File: src/rtl/tmr_pkg.sv
package tmr_pkg;
  localparam logic [2:0] M_NORM  = 3'd0;
  localparam logic [2:0] M_PCF   = 3'd1;
  localparam logic [2:0] M_CTC   = 3'd2;
  localparam logic [2:0] M_FASTF = 3'd3;
  localparam logic [2:0] M_PCO   = 3'd5;
  localparam logic [2:0] M_FASTO = 3'd7;

  localparam logic [1:0] ACT_OFF = 2'd0;
  localparam logic [1:0] ACT_TGL = 2'd1;
  localparam logic [1:0] ACT_CLR = 2'd2;
  localparam logic [1:0] ACT_SET = 2'd3;

  localparam logic [1:0] A_CTLA = 2'd0;
  localparam logic [1:0] A_CTLB = 2'd1;
  localparam logic [1:0] A_CMPA = 2'd2;
  localparam logic [1:0] A_CMPB = 2'd3;

  function automatic logic is_pc(input logic [2:0] m);
    return (m == M_PCF) || (m == M_PCO);
  endfunction

  function automatic logic is_fast(input logic [2:0] m);
    return (m == M_FASTF) || (m == M_FASTO);
  endfunction

  function automatic logic is_rsv(input logic [2:0] m);
    return (m == 3'd4) || (m == 3'd6);
  endfunction

  function automatic logic is_imm(input logic [2:0] m);
    return !is_pc(m) && !is_fast(m);
  endfunction

  function automatic logic top_from_cmp(input logic [2:0] m);
    return (m == M_CTC) || (m == M_PCO) || (m == M_FASTO);
  endfunction
endpackage

File: src/rtl/tmr_count.sv
module tmr_count import tmr_pkg::*; #(
  parameter int W = 8
) (
  input  logic         clk_i,
  input  logic         rst_ni,
  input  logic         tick_i,
  input  logic [2:0]   mode_i,
  input  logic [W-1:0] top_i,
  output logic [W-1:0] cnt_o,
  output logic         up_o,
  output logic         run_o,
  output logic         wrap_o,
  output logic         turn_top_o,
  output logic         ovf_ev_o
);
  localparam logic [W-1:0] MAX = '1;

  logic [W-1:0] cnt_q;
  logic         up_q;
  logic         run, pc, turn_bot;

  assign pc         = is_pc(mode_i);
  assign run        = tick_i && !is_rsv(mode_i);
  assign wrap_o     = run && !pc && ((cnt_q == top_i) || (cnt_q == MAX));
  assign turn_top_o = run && pc && up_q && (cnt_q >= top_i);
  assign turn_bot   = run && pc && !up_q && (cnt_q == '0);

  always_comb begin
    unique case (mode_i)
      M_NORM, M_CTC, M_FASTF: ovf_ev_o = run && (cnt_q == MAX);
      M_PCF, M_PCO:           ovf_ev_o = turn_bot;
      M_FASTO:                ovf_ev_o = run && (cnt_q == top_i);
      default:                ovf_ev_o = 1'b0;
    endcase
  end

  always_ff @(posedge clk_i or negedge rst_ni) begin
    if (!rst_ni) begin
      cnt_q <= '0;
      up_q  <= 1'b1;
    end else if (run) begin
      if (!pc) begin
        cnt_q <= wrap_o ? '0 : cnt_q + 1'b1;
        up_q  <= 1'b1;
      end else if (up_q) begin
        if (cnt_q >= top_i) begin
          up_q  <= 1'b0;
          cnt_q <= (cnt_q == '0) ? '0 : cnt_q - 1'b1;
        end else begin
          cnt_q <= cnt_q + 1'b1;
        end
      end else if (cnt_q == '0) begin
        up_q  <= 1'b1;
        cnt_q <= (top_i == '0) ? '0 : {{(W-1){1'b0}}, 1'b1};
      end else begin
        cnt_q <= cnt_q - 1'b1;
      end
    end
  end

  assign cnt_o = cnt_q;
  assign up_o  = up_q;
  assign run_o = run;


  idle_hold_chk: assert property (@(posedge clk_i) disable iff (!rst_ni)
    !tick_i |=> $stable(cnt_q));

  rsv_hold_chk: assert property (@(posedge clk_i) disable iff (!rst_ni)
    is_rsv(mode_i) |=> $stable(cnt_q));

  single_wrap_chk: assert property (@(posedge clk_i) disable iff (!rst_ni)
    (tick_i && !pc && !is_rsv(mode_i) && cnt_q == MAX) |=> (cnt_q == '0));

  pc_down_chk: assert property (@(posedge clk_i) disable iff (!rst_ni)
    (tick_i && pc && !up_q && cnt_q != '0) |=> (cnt_q == $past(cnt_q) - 1'b1));
endmodule

File: src/rtl/tmr_cmp_buf.sv
module tmr_cmp_buf import tmr_pkg::*; #(
  parameter int W = 8
) (
  input  logic         clk_i,
  input  logic         rst_ni,
  input  logic [2:0]   mode_i,
  input  logic         wr_i,
  input  logic [W-1:0] wdata_i,
  input  logic         load_i,
  output logic [W-1:0] hold_o,
  output logic [W-1:0] act_o
);
  logic [W-1:0] hold_q, act_q;

  always_ff @(posedge clk_i or negedge rst_ni) begin
    if (!rst_ni) begin
      hold_q <= '0;
      act_q  <= '0;
    end else begin
      if (wr_i) hold_q <= wdata_i;
      if (is_imm(mode_i))  act_q <= wr_i ? wdata_i : hold_q;
      else if (load_i)     act_q <= hold_q;
    end
  end

  assign hold_o = hold_q;
  assign act_o  = act_q;


  buf_hold_chk: assert property (@(posedge clk_i) disable iff (!rst_ni)
    (!is_imm(mode_i) && !load_i) |=> $stable(act_q));
endmodule

File: src/rtl/tmr_wave.sv
module tmr_wave import tmr_pkg::*; (
  input  logic       clk_i,
  input  logic       rst_ni,
  input  logic [2:0] mode_i,
  input  logic [1:0] act_i,
  input  logic       match_i,
  input  logic       force_i,
  input  logic       up_i,
  input  logic       wrap_i,
  output logic       wave_o
);
  logic pin_q, pin_d;

  always_comb begin
    pin_d = pin_q;
    if (is_imm(mode_i)) begin
      if (match_i || force_i) begin
        unique case (act_i)
          ACT_TGL: pin_d = !pin_q;
          ACT_CLR: pin_d = 1'b0;
          ACT_SET: pin_d = 1'b1;
          default: pin_d = pin_q;
        endcase
      end
    end else if (is_fast(mode_i)) begin
      if (act_i == ACT_CLR) begin
        if (wrap_i)       pin_d = 1'b1;
        else if (match_i) pin_d = 1'b0;
      end else if (act_i == ACT_SET) begin
        if (wrap_i)       pin_d = 1'b0;
        else if (match_i) pin_d = 1'b1;
      end
    end else if (match_i) begin
      if (act_i == ACT_CLR)      pin_d = !up_i;
      else if (act_i == ACT_SET) pin_d = up_i;
    end
  end

  always_ff @(posedge clk_i or negedge rst_ni) begin
    if (!rst_ni) pin_q <= 1'b0;
    else         pin_q <= pin_d;
  end

  assign wave_o = (act_i == ACT_OFF) ? 1'b0 : pin_q;


  fast_bottom_set_chk: assert property (@(posedge clk_i) disable iff (!rst_ni)
    (is_fast(mode_i) && act_i == ACT_CLR && wrap_i) |=> pin_q);

  force_toggle_chk: assert property (@(posedge clk_i) disable iff (!rst_ni)
    (is_imm(mode_i) && act_i == ACT_TGL && force_i) |=> (pin_q != $past(pin_q)));
endmodule

File: src/rtl/pwm_timer8.sv
module pwm_timer8 import tmr_pkg::*; #(
  parameter int W = 8
) (
  input  logic         clk_i,
  input  logic         rst_ni,
  input  logic         tick_i,
  input  logic         wr_en_i,
  input  logic [1:0]   wr_addr_i,
  input  logic [W-1:0] wr_data_i,
  input  logic [1:0]   rd_addr_i,
  output logic [W-1:0] rd_data_o,
  output logic         wave_a_o,
  output logic         wave_b_o,
  output logic         ovf_o,
  output logic         cmp_a_o,
  output logic         cmp_b_o
);
  localparam int NCH = 2;
  localparam logic [W-1:0] MAX = '1;

  logic [2:0]              mode_q;
  logic [NCH-1:0][1:0]     act_q;
  logic [NCH-1:0][W-1:0]   hold_w, cmp_w;
  logic [NCH-1:0]          match_w, force_w, wave_w, flag_q;
  logic [W-1:0]            cnt_w, top_w;
  logic                    up_w, run_w, wrap_w, turn_w, ovf_ev_w, ovf_q;
  logic                    wr_ctla, wr_ctlb;

  assign wr_ctla = wr_en_i && (wr_addr_i == A_CTLA);
  assign wr_ctlb = wr_en_i && (wr_addr_i == A_CTLB);

  always_ff @(posedge clk_i or negedge rst_ni) begin
    if (!rst_ni) begin
      mode_q <= '0;
      act_q  <= '0;
    end else begin
      if (wr_ctla) begin
        act_q[0]    <= wr_data_i[7:6];
        act_q[1]    <= wr_data_i[5:4];
        mode_q[1:0] <= wr_data_i[1:0];
      end
      if (wr_ctlb) mode_q[2] <= wr_data_i[3];
    end
  end

  assign top_w = top_from_cmp(mode_q) ? cmp_w[0] : MAX;

  tmr_count #(.W(W)) u_count (
    .clk_i      (clk_i),
    .rst_ni     (rst_ni),
    .tick_i     (tick_i),
    .mode_i     (mode_q),
    .top_i      (top_w),
    .cnt_o      (cnt_w),
    .up_o       (up_w),
    .run_o      (run_w),
    .wrap_o     (wrap_w),
    .turn_top_o (turn_w),
    .ovf_ev_o   (ovf_ev_w)
  );

  for (genvar ch = 0; ch < NCH; ch++) begin : g_ch
    // force bit 7 drives channel A, bit 6 channel B
    assign force_w[ch] = wr_ctlb && wr_data_i[7-ch] && (mode_q == M_NORM || mode_q == M_CTC);
    assign match_w[ch] = run_w && (cnt_w == cmp_w[ch]);

    tmr_cmp_buf #(.W(W)) u_buf (
      .clk_i   (clk_i),
      .rst_ni  (rst_ni),
      .mode_i  (mode_q),
      .wr_i    (wr_en_i && (wr_addr_i == A_CMPA + 2'(ch))),
      .wdata_i (wr_data_i),
      .load_i  (is_fast(mode_q) ? wrap_w : turn_w),
      .hold_o  (hold_w[ch]),
      .act_o   (cmp_w[ch])
    );

    tmr_wave u_wave (
      .clk_i   (clk_i),
      .rst_ni  (rst_ni),
      .mode_i  (mode_q),
      .act_i   (act_q[ch]),
      .match_i (match_w[ch]),
      .force_i (force_w[ch]),
      .up_i    (up_w),
      .wrap_i  (wrap_w),
      .wave_o  (wave_w[ch])
    );
  end

  always_ff @(posedge clk_i or negedge rst_ni) begin
    if (!rst_ni) begin
      ovf_q  <= 1'b0;
      flag_q <= '0;
    end else begin
      ovf_q  <= ovf_ev_w;
      flag_q <= match_w;
    end
  end

  always_comb begin
    rd_data_o = '0;
    unique case (rd_addr_i)
      A_CTLA:  rd_data_o[7:0] = {act_q[0], act_q[1], 2'b00, mode_q[1:0]};
      A_CTLB:  rd_data_o[7:0] = {4'b0000, mode_q[2], 3'b000};
      A_CMPA:  rd_data_o = hold_w[0];
      default: rd_data_o = hold_w[1];
    endcase
  end

  assign wave_a_o = wave_w[0];
  assign wave_b_o = wave_w[1];
  assign ovf_o    = ovf_q;
  assign cmp_a_o  = flag_q[0];
  assign cmp_b_o  = flag_q[1];


  ovf_max_chk: assert property (@(posedge clk_i) disable iff (!rst_ni)
    (tick_i && (mode_q == M_NORM || mode_q == M_CTC || mode_q == M_FASTF) && cnt_w == MAX)
    |=> ovf_o);

  cmp_tick_chk: assert property (@(posedge clk_i) disable iff (!rst_ni)
    (cmp_a_o || cmp_b_o) |-> $past(tick_i));

  force_pwm_chk: assert property (@(posedge clk_i) disable iff (!rst_ni)
    (wr_ctlb && !tick_i && !is_imm(mode_q)) |=> ($stable(wave_a_o) && $stable(wave_b_o)));
endmodule

File: config.mk
export PLATFORM = sky130hd
export DESIGN_NAME = pwm_timer8
export DESIGN_NICKNAME = d
export VERILOG_FILES = /design/src/rtl/tmr_pkg.sv /design/src/rtl/tmr_count.sv /design/src/rtl/tmr_cmp_buf.sv /design/src/rtl/tmr_wave.sv /design/src/rtl/pwm_timer8.sv
export SDC_FILE = /design/constraint.sdc
export NUM_CORES = 1
export LEC_CHECK = 0
export ABC_CLOCK_PERIOD_IN_PS = 3000
export BUFFER_PORTS_ARGS = -buffer_cell sky130_fd_sc_hd__buf_2
export CAP_MARGIN = 10
export CORE_MARGIN = 1
export CORE_UTILIZATION = 55
export DETAILED_ROUTE_END_ITERATION = 10
export HOLD_SLACK_MARGIN = 0.03
export PLACE_DENSITY = 0.71
export SETUP_SLACK_MARGIN = 0.05
export SYNTH_ARGS = -nofsm -noshare
export SYNTH_HDL_FRONTEND = slang
export SYNTH_SLANG_ARGS = --single-unit
File: constraint.sdc
create_clock -name clk_i -period 3 [get_ports clk_i]
set_input_delay 0.15 -clock clk_i [delete_from_list [all_inputs] [get_ports clk_i]]
set_output_delay 0.15 -clock clk_i [all_outputs]
set_load 0.005 [all_outputs]
==> results of run 1 <==
==> cell type report <==
| type | count | area (um^2) |
|---|---|---|
| clock buffer | 5 | 68.8 |
| sequential | 53 | 1330 |
| multi-input combinational | 266 | 2180 |
| timing repair buffer | 42 | 260 |
| clock inverter | 3 | 26.3 |
| tap | 77 | 96.3 |
| inverter | 7 | 26.3 |
| fill | 525 | 2360 |
==> layer usage <==
layer  GRT usage, %  routed length, um  vias up
met5              0                  0        -
met4           10.5                231        0
met3           2.78                451       19
met2           44.5               4290       90
met1           39.5               4050     1438
li1               -                  -     1347
==> cells in the final DEF, fill, tap and decap left out, types with 4 or more instances in the layout <==
cell type  count
mux2_2        52
dfrtp_1       52
buf_2         28
nor2_1        25
nand2_1       18
a21oi_1       15
xor2_1        12
buf_4         12
ha_1          11
nor4_1        10
mux2_4        10
o21ai_0        8
xnor2_1        7
inv_1          6
a22o_1         6
nor3_1         6
nand3_1        5
clkbuf_8       5
nand4_1        4
and3_1         4
o21a_1         4
a221oi_1       4
==> registers in the layout, summed over array words and instances, names as in the netlist <==
name               count
g_ch.u_buf.act_o      16
g_ch.u_buf.hold_o     16
act_q                  4
flag_q                 2
mode_q                 3
g_ch.u_wave.pin_q      2
u_count.up_o           1
ovf_o                  1
u_count.cnt_o          8
==> per-stage QoR <==
stage               power [mW]  instance area (um^2)  cells
finish                    2.74                  3990    453
global route              2.92                  3990    453
floorplan                 1.96                  3630    344
global placement          2.25                  3850    443
CTS                       2.73                  3960    452
detailed placement        2.30                  3850    443
==> how the worst max path moves through the flow <==
stage                          start                           end  slack, ns
3_3_place_gp   mode_q[0]$_DFFE_PN0P_  u_count.cnt_o[7]$_DFFE_PN0N_       0.29
3_5_place_dp   mode_q[0]$_DFFE_PN0P_  u_count.cnt_o[3]$_DFFE_PN0N_       0.17
5_1_grt        mode_q[0]$_DFFE_PN0P_  u_count.cnt_o[2]$_DFFE_PN0N_       0.05
4_1_cts        mode_q[0]$_DFFE_PN0P_  u_count.cnt_o[5]$_DFFE_PN0N_       0.11
2_1_floorplan  mode_q[2]$_DFFE_PN0P_  u_count.cnt_o[7]$_DFFE_PN0N_       0.23
6_report       mode_q[2]$_DFFE_PN0P_  u_count.cnt_o[5]$_DFFE_PN0N_       0.23
==> cells by family (layout without fill, tap and decap cells) <==
family / after synthesis / count (layout) / share of synthesized area (%)
adders and majority gates: 11 / 11 / 3.79
DFF: 53 / 53 / 36.5
AOI/OAI and AO/OA: 72 / 72 / 14.9
buffers and inverters: 25 / 57 / 3.68
and+or+nand+nor: 101 / 101 / 15.9
xor gates and xnor gates: 19 / 19 / 4.58
muxes: 63 / 63 / 20.5
==> timing repair <==
| item | CTS | global route |
|---|---|---|
| setup endpoints to repair | 0 | 22 |
| hold endpoints to repair | 38 | 0 |
| gates resized for setup | 0 | 3 |
| hold buffers | 1 | 0 |
| buffers inserted | 0 | 1 |
==> worst max-delay path, cell delays in order (launching register included) <==
cell and delay, ns:
dfrtp_1 0.41, nor2_2 0.17, a21oi_1 0.10, or2_2 0.28, ha_1 0.30, nor3b_1 0.19, o21ai_1 0.16, a211oi_4 0.35
mux2_2 0.38, a21oi_1 0.16, o221ai_1 0.14
==> power groups by stage <==
stage | clock (mW) | combinational, mW | sequential (mW)
finish | 0.432 | 1.19 | 1.12
global route | 0.468 | 1.31 | 1.14
CTS | 0.445 | 1.18 | 1.11
detailed placement | 0 | 1.17 | 1.13
global placement | 0 | 1.13 | 1.12
floorplan | 0 | 0.941 | 1.02
==> qor.csv, run 1 <==
stage,metric,value,unit
die,design.die.area,0.00694,mm^2
clock_network,cts_sinks,53,
global_routing,antenna_found_initial,0,
clock_network,clock_latency,0.31,ns
global_routing,grt_pass1_vias,2928,
sta,period_share,92.3,%
yosys,syn-num-nets,371,
die,io-pin-count,29,
setup_path,path_class,reg -> reg,
clock_network,cts_tree,built,
sta,maxSlewViolCount,0,
clock_network,clk_pin_slew_worst_paths,0.11,ns
route,route.detailed.wl_per_inst,19.9,um
sta,slew-limit-headroom,42.5,%
pwr,seqPwrFrac,40.8,%
yosys,synthTopCellsByCount,"dfrtp_1, mux2_2, nor2_1",
sta,setup_violations,0,
sta,fin_ws,0.230,ns
pwr,switchingPower,1.09,mW
place,routabilityCongestion,0.980,
setup_path,cp_data_arrival_time,2.96,ns
pwr,clock_power_share,15.8,%
sta,fin_setup_tns,0,ns
setup_path,crit_path_max_fanout,4,
yosys,syn_area,0.00363,mm^2
place,hpwl,6660,um
setup_path,critPathRequiredTime,3.19,ns
global_routing,grt_overflow,0,
pwr,p_sw_share,39.9,%
sta,period_minus_slack,2.77,ns
yosys,ys_seq_area_share,36.5,%
route,vias,2894,
sta,clock_skew,0.00942,ns
layout,final_util,62.8,%
layout,diodes,0,
yosys,yosysTopAreaCellShare,35.8,%
route,finalWirelength,9020,um
sta,rsz0062_at_grt,false,
yosys,yosysUniqueCellTypes,68,
setup_path,r2r_start,mode_q[2]$_DFFE_PN0P_,
global_routing,grt_pass1_wl,15300,um
setup_path,worstSetupEndpointType,register,
yosys,async_flop_share,100,%
die,rows,29,
route,drc,0,
layout,drive_gt1_share,35.1,%
route,first_iter_violations,203,
job,drv_cap,0,
yosys,yosys_most_used_dff,dfrtp_1,
worst_hold_path,hp-start,wr_data_i[0],
yosys,ys_ff_latch,53,
layout,nNetsFinal,402,
yosys,postSynthCellCount,344,
place,preCtsSetupSlack,0.173,ns
sta,final-hold-violation-count,0,
setup_path,startpoint_type,register,
clock_network,h-tree-depth,2,
pwr,powerDensity,687,mW/mm^2
worst_hold_path,min_path_cells,3,
route,final_antenna_net_count,0,
die,die_w,83.3,um
clock_network,clock_path_buffers,2,
route,vias_per_cell,6.39,
clock_network,cts_root_buf,clkbuf_8,
sta,hold_ws,0.0784,ns
yosys,synth_edf_count,0,
worst_hold_path,hold_end,mode_q[0]$_DFFE_PN0P_,
setup_path,r2r_end,u_count.cnt_o[5]$_DFFE_PN0N_,
pwr,leakagePower,1.76,nW
global_routing,grt_usage,28.0,%
setup_path,rr_worst_depth,10,
setup_path,reg2reg_slack,0.23,ns
yosys,netlist.top_cell.by_area,dfrtp_1,
yosys,ys_warn_count,0,
die,start_util,57.2,%
global_routing,grt_max_degree,40,
pwr,vdd_ir_drop_max,0.000405,V
sta,worst_pin_slew,0.863,ns
die,dieHeight,83.3,um
pwr,p_int,1.65,mW
place,io_buffers,28,
layout,areaGrowthSynthToFinish,9.75,%
die,core_area,0.00635,mm^2
sta,fmax,361,MHz
worst_hold_path,hold_class,in -> reg,
outcome,status,"complete, no violations",
yosys,synth.top_cells.by_area,"dfrtp_1, mux2_2, mux2_4",
route,firstDrtPassIters,5,
clock_network,cts_made_buffers,5,
yosys,syn_area_per_cell,10.6,um^2
pwr,comb_power_share,43.5,%
(Power assumes the default switching activity.)
==> run 2, diff against run 1 <==
- CELL_PAD_IN_SITES_DETAIL_PLACEMENT: not set -> 1
- CELL_PAD_IN_SITES_GLOBAL_PLACEMENT: not set -> 1
- CORE_UTILIZATION: 55 -> 48
- PLACE_DENSITY: 0.71 -> 0.77
==> run 2 against run 1 <==
  * Sequential power is essentially flat
  * Critical path depth rose by 3
  * Global-route usage grew 0.20 points
  * Worst setup slack worse by 0.059 ns
  * Final area grew 2.2%
==> qor.csv, run 2 (synthesized netlist as in run 1, its figures left out) <==
stage,metric,value,unit,change
pwr,p_int,1.75,mW,+6.4%
layout,diodes,0,,unchanged
clock_network,cts_root_buf,clkbuf_8,,
clock_network,clock_path_buffers,2,,unchanged
layout,areaGrowthSynthToFinish,12.2,%,
setup_path,critPathRequiredTime,3.26,ns,+0.07 ns
setup_path,cp_data_arrival_time,3.09,ns,+0.13 ns
layout,final_util,55.9,%,-6.9 points
job,drv_cap,0,,unchanged
layout,drive_gt1_share,36.7,%,+1.6 points
place,placed_area,0.00389,mm^2,+1.1%
sta,rsz0062_at_grt,true,,
layout,mostFrequentLayoutCells,"mux2_2, dfrtp_1, buf_2",,
die,rows,31,,+6.9%
sta,maxSlewViolCount,0,,unchanged
worst_hold_path,hold_class,in -> reg,,
sta,hold_ws,0.0812,ns,+0.00276 ns
die,core_area,0.00729,mm^2,+15%
route,vias_per_cell,6.14,,-3.9%
die,dieHeight,89.0,um,+6.9%
global_routing,grt_overflow,0,,unchanged
pwr,switchingPower,1.16,mW,+5.7%
clock_network,cts_made_buffers,5,,unchanged
pwr,p_sw_share,39.7,%,-0.16 points
clock_network,clock_latency,0.33,ns,+0.02 ns
pwr,powerDensity,714,mW/mm^2,+3.9%
global_routing,grt_pass1_vias,3069,,+4.8%
place,io_buffers,28,,unchanged
sta,worst_pin_slew,0.871,ns,+0.00861 ns
pwr,power,2.91,mW,+6.1%
route,first_iter_violations,116,,-43%
sta,slew-limit-headroom,41.9,%,-0.57 points
sta,period_share,94.3,%,+2.0 points
pwr,clock_power_share,18.4,%,+2.6 points
sta,fin_setup_tns,0,ns,unchanged
die,die_w,89.0,um,+6.9%
sta,fmax,353,MHz,-2.1%
place,hpwl,7540,um,+13%
route,route.detailed.wl_per_inst,21.4,um,+7.3%
route,final_antenna_net_count,0,,unchanged
clock_network,cts_sinks,53,,unchanged
layout,nNetsFinal,407,,+1.2%
setup_path,crit_path_max_fanout,8,,+4
pwr,comb_power_share,43.6,%,about the same
global_routing,grt_max_degree,38,,-5.0%
global_routing,antenna_found_initial,0,,unchanged
clock_network,h-tree-depth,2,,unchanged
layout,fin_area,0.00408,mm^2,+2.2%
outcome,status,"complete, no violations",,
global_routing,grt_usage,28.2,%,+0.20 points
layout,regArea,0.00133,mm^2,unchanged
setup_path,startpoint_type,register,,
sta,clock_skew,0.00595,ns,-0.00347 ns
layout,fillers,830,,+58%
pwr,seqPwrFrac,38.0,%,-2.8 points
die,design.die.area,0.00792,mm^2,+14%
clock_network,clk_pin_slew_worst_paths,0.11,ns,about the same
pwr,vdd_ir_drop_max,0.000247,V,-39%
global_routing,grt_pass1_wl,16500,um,+7.8%
setup_path,worstSetupEndpointType,register,,
sta,period_minus_slack,2.83,ns,+0.0593 ns
place,routabilityCongestion,0.871,,-11%
die,io-pin-count,29,,unchanged
route,finalWirelength,10300,um,+14%
layout,multi_input_area,0.00218,mm^2,about the same
route,vias,2947,,+1.8%
route,drc,0,,unchanged
sta,final-hold-violation-count,0,,unchanged
route,firstDrtPassIters,4,,-1
sta,setup_violations,0,,unchanged
pwr,leakagePower,1.79,nW,+1.8%
clock_network,cts_tree,built,,
die,start_util,49.8,%,-7.4 points
setup_path,path_class,reg -> reg,,
[run 2: cell types whose count changed in the layout (fill, tap and decap cells not counted)]
cell / delta
bufinv_16: +1
buf_4: +5
a21oi_1: -1
clkinv_4: -2
nor2_2: +2
nor2_1: -2
a21oi_2: +1
a211oi_2: +1
a211oi_4: -1
inv_6: +1
[run 2: area by class of cell]
type,instances,area share [%]
clock inverters,3,1.17
multi-input cells,266,53.6
inverters,7,0.645
well taps,99,3.04
repair buffers,47,7.31
flip-flops and latches,53,32.6
clock buffers,5,1.69
[run 2: final timing paths]
check / startpoint / to / slack, ns / cells after the start
min in group asynchronous: rst_ni / u_count.cnt_o[2]$_DFFE_PN0N_ / 0.48 / 2
max reg2reg: mode_q[0]$_DFFE_PN0P_ / u_count.cnt_o[7]$_DFFE_PN0N_ / 0.17 / 13
min reg2reg: g_ch[0].u_buf.hold_o[0]$_DFF_PN0_ / g_ch[0].u_buf.act_o[0]$_DFFE_PN0P_ / 0.54 / 1
max: mode_q[0]$_DFFE_PN0P_ / u_count.cnt_o[7]$_DFFE_PN0N_ / 0.17 / 13
min: wr_data_i[4] / act_q[2]$_DFFE_PN0P_ / 0.08 / 2
max in group asynchronous: rst_ni / g_ch[0].u_buf.act_o[4]$_DFFE_PN0P_ / 1.76 / 3
[run 2: what timing repair did]
item / CTS / global route
endpoints found under the setup margin: 0 / 24
endpoints found under the hold margin: 35 / 0
resized for setup: 0 / 5
hold buffers: 1 / 0
setup buffers: 0 / 4
[run 2: worst max-delay path, cell delays in order, from the launching register on]
cell,delay (ns)
dfrtp_1,0.44
and2_1,0.18
a21oi_2,0.12
buf_4,0.17
nor2_1,0.05
ha_1,0.32
nand4_1,0.19
nor2_2,0.18
a211oi_2,0.09
buf_4,0.17
buf_4,0.15
or2_2,0.34
o221a_1,0.22
a21oi_1,0.15
[run 2: power by group through the flow]
| stage | Combinational (mW) | Clock (mW) | Sequential [mW] |
|---|---|---|---|
| detailed placement | 1.23 | 0 | 1.12 |
| global placement | 1.18 | 0 | 1.11 |
| CTS | 1.25 | 0.549 | 1.10 |
| global route | 1.40 | 0.568 | 1.13 |
| finish | 1.27 | 0.536 | 1.11 |
| floorplan | 0.941 | 0 | 1.02 |
[run 2: per-stage QoR]
step	setup slack, ns	std cells
finish	0.170	480
global route	0.0103	480
CTS	0.0928	476
detailed placement	0.0991	467
global placement	0.279	467
floorplan	0.233	344
[run 2: per-layer routing]
layer / vias up / track usage, % / wire length (um) / part of all wire (%)
li1: 1363 / - / - / -
met1: 1517 / 36.3 / 4700 / 46
met2: 49 / 48.2 / 5070 / 49
met3: 18 / 3.79 / 261 / 2.5
met4: 0 / 10.8 / 235 / 2.3
met5: - / 0 / 0 / 0
==> run 3, diff against run 2 <==
- CAP_MARGIN: 10 -> not set
- MAX_ROUTING_LAYER: not set -> met4
==> run 3 against run 2 <==
  * Utilization decreased by 0.27 points
  * Via count increased by 1.1%
  * Flip-flop and latch count unchanged
  * Combinational power about the same
  * Register-to-register slack about the same
  * Die area unchanged
  * Worst setup slack got worse by 0.0073 ns
  * First-iteration DRC count increased by 47%
  * Critical path type unchanged
  * Critical endpoint unchanged
==> qor.csv, run 3 (synthesized netlist as in run 1, its figures left out) <==
stage,metric,value,unit,change
outcome,status,"complete, no violations",,
sta,setup_violations,0,,unchanged
sta,rsz0062_at_grt,true,,
setup_path,slowest_delay,0.43,ns,about the same
global_routing,grt_max_degree,25,,-34%
worst_hold_path,hp-start,wr_data_i[2],,
sta,worst_pin_slew,0.634,ns,-0.237 ns
die,die_w,89.0,um,unchanged
pwr,vdd_ir_drop_max,0.000329,V,+33%
sta,hold_ws,0.0972,ns,+0.0160 ns
global_routing,grt_pass1_wl,16700,um,+1.1%
clock_network,cts_root_buf,clkbuf_8,,
route,vias,2978,,+1.1%
layout,drive_gt1_share,35.6,%,-1.1 points
die,io-pin-count,29,,unchanged
clock_network,cts_sinks,53,,unchanged
clock_network,cts_made_buffers,5,,unchanged
route,firstDrtPassIters,4,,unchanged
route,final_antenna_net_count,0,,unchanged
layout,regArea,0.00133,mm^2,unchanged
layout,multi_input_area,0.00221,mm^2,+1.4%
die,design.die.area,0.00792,mm^2,unchanged
layout,diodes,0,,unchanged
layout,areaGrowthSynthToFinish,11.6,%,
route,route.detailed.wl_per_inst,22.6,um,+5.5%
setup_path,cp_data_arrival_time,3.07,ns,-0.02 ns
die,rows,31,,unchanged
worst_hold_path,hold_class,in -> reg,,
setup_path,endpoint,u_count.cnt_o[7]$_DFFE_PN0N_,,
global_routing,grt_usage,29.5,%,+1.4 points
layout,mostFrequentLayoutCells,"mux2_2, dfrtp_1, buf_2",,
layout,nNetsFinal,405,,-0.49%
setup_path,slowest_stage,dfrtp_1,,
pwr,power,2.85,mW,-2.0%
sta,final-hold-violation-count,0,,unchanged
sta,period_share,94.6,%,+0.24 points
place,dp.cells,467,,unchanged
setup_path,crit_buf_inv,2,,-1
route,drc,0,,unchanged
place,hpwl,7750,um,+2.7%
setup_path,path_cells,and2_1 -> a21oi_1 -> buf_4 -> nor2_1 -> ha_1 -> nand4_1 -> nor2_1 -> a211oi_4 -> buf_4 -> or2_2 -> o221a_1 -> a21oi_1,,
clock_network,clock_path_buffers,2,,unchanged
global_routing,grt_overflow,0,,unchanged
global_routing,grt_pass1_vias,3030,,-1.3%
global_routing,antenna_found_initial,0,,unchanged
place,preCtsSetupSlack,0.112,ns,+0.0132 ns
layout,stdcell_count,478,,-0.42%
layout,fillers,846,,+1.9%
job,drv_cap,0,,unchanged
setup_path,path_class,reg -> reg,,
setup_path,crit_path_max_fanout,8,,unchanged
setup_path,cp.depth,12,,-1
sta,period_minus_slack,2.84,ns,+0.00726 ns
pwr,powerDensity,703,mW/mm^2,-1.5%
clock_network,clk_pin_slew_worst_paths,0.11,ns,about the same
layout,fin_area,0.00406,mm^2,-0.49%
setup_path,crit_start,mode_q[2]$_DFFE_PN0P_,,
sta,fin_ws,0.163,ns,-0.00726 ns
setup_path,reg2reg_slack,0.16,ns,about the same
pwr,leakagePower,1.77,nW,-1.2%
clock_network,cts_tree,built,,
place,routabilityCongestion,0.885,,+1.6%
sta,maxSlewViolCount,0,,unchanged
setup_path,critPathRequiredTime,3.23,ns,-0.03 ns
route,first_iter_violations,170,,+47%
setup_path,r2r_start,mode_q[2]$_DFFE_PN0P_,,
sta,slew-limit-headroom,57.5,%,+16 points
sta,clock_skew,0.00804,ns,+0.00209 ns
place,io_buffers,28,,unchanged
setup_path,rr_worst_depth,12,,-1
setup_path,startpoint_type,register,,
clock_network,h-tree-depth,2,,unchanged
setup_path,crit_family,simple AND/OR/NAND/NOR gates,,
layout,final_util,55.6,%,-0.27 points
sta,fmax,352,MHz,-0.26%
setup_path,r2r_end,u_count.cnt_o[7]$_DFFE_PN0N_,,
setup_path,worstSetupEndpointType,register,,
place,placed_area,0.00389,mm^2,unchanged
sta,fin_setup_tns,0,ns,unchanged
die,dieHeight,89.0,um,unchanged
route,vias_per_cell,6.23,,+1.5%
die,start_util,49.8,%,unchanged
clock_network,clock_latency,0.31,ns,-0.02 ns
die,core_area,0.00729,mm^2,unchanged
route,finalWirelength,10800,um,+5.0%
run 3: layout make-up:
cell class / count / area share [%]
clock buffers: 6 / 2.04
inverters: 7 / 0.648
multi-input cells: 267 / 54.6
clock inverters: 2 / 0.432
well taps: 99 / 3.05
repair buffers: 44 / 6.48
flip-flops and latches: 53 / 32.7
run 3: worst reg2reg max path: cells and delay by family, from the launching register on:
kind	cells	cell delay [ns]
simple gates	5	1.01
compound gates	4	0.67
flops	1	0.43
fa+ha+maj	1	0.30
buf+inv	2	0.36
run 3: how the worst min path moves through the flow:
stage | to | slack (ns) | depth (start not counted)
floorplan | act_q[0]$_DFFE_PN0P_ | -0.15 | 0
global placement | u_count.cnt_o[3]$_DFFE_PN0N_ | 0.17 | 1
detailed placement | u_count.cnt_o[3]$_DFFE_PN0N_ | 0.18 | 1
CTS | act_q[2]$_DFFE_PN0P_ | 0.09 | 2
global route | g_ch[1].u_buf.hold_o[2]$_DFF_PN0_ | 0.1 | 2
finish | g_ch[1].u_buf.hold_o[2]$_DFF_PN0_ | 0.1 | 2
run 3: repair_timing:
item	4_1_cts	5_1_grt
gates resized for setup	0	6
buffers inserted	0	1
endpoints found under the hold margin	20	0
hold buffers	1	0
setup endpoints to repair	0	25
run 3: where the power goes:
group	switching (mW)	total, mW	leakage (nW)	internal, mW
combinational	0.672	1.27	1.08	0.598
sequential	0.238	1.13	0.643	0.889
clock	0.262	0.454	0.0518	0.193
total	1.17	2.85	1.77	1.68
run 3: layer usage:
metal / wire [um] / global-route usage (%)
met1: 4820 / 37.5
met2: 5450 / 50.1
met3: 314 / 3.14
met4: 195 / 8.23
met5: 0 / -
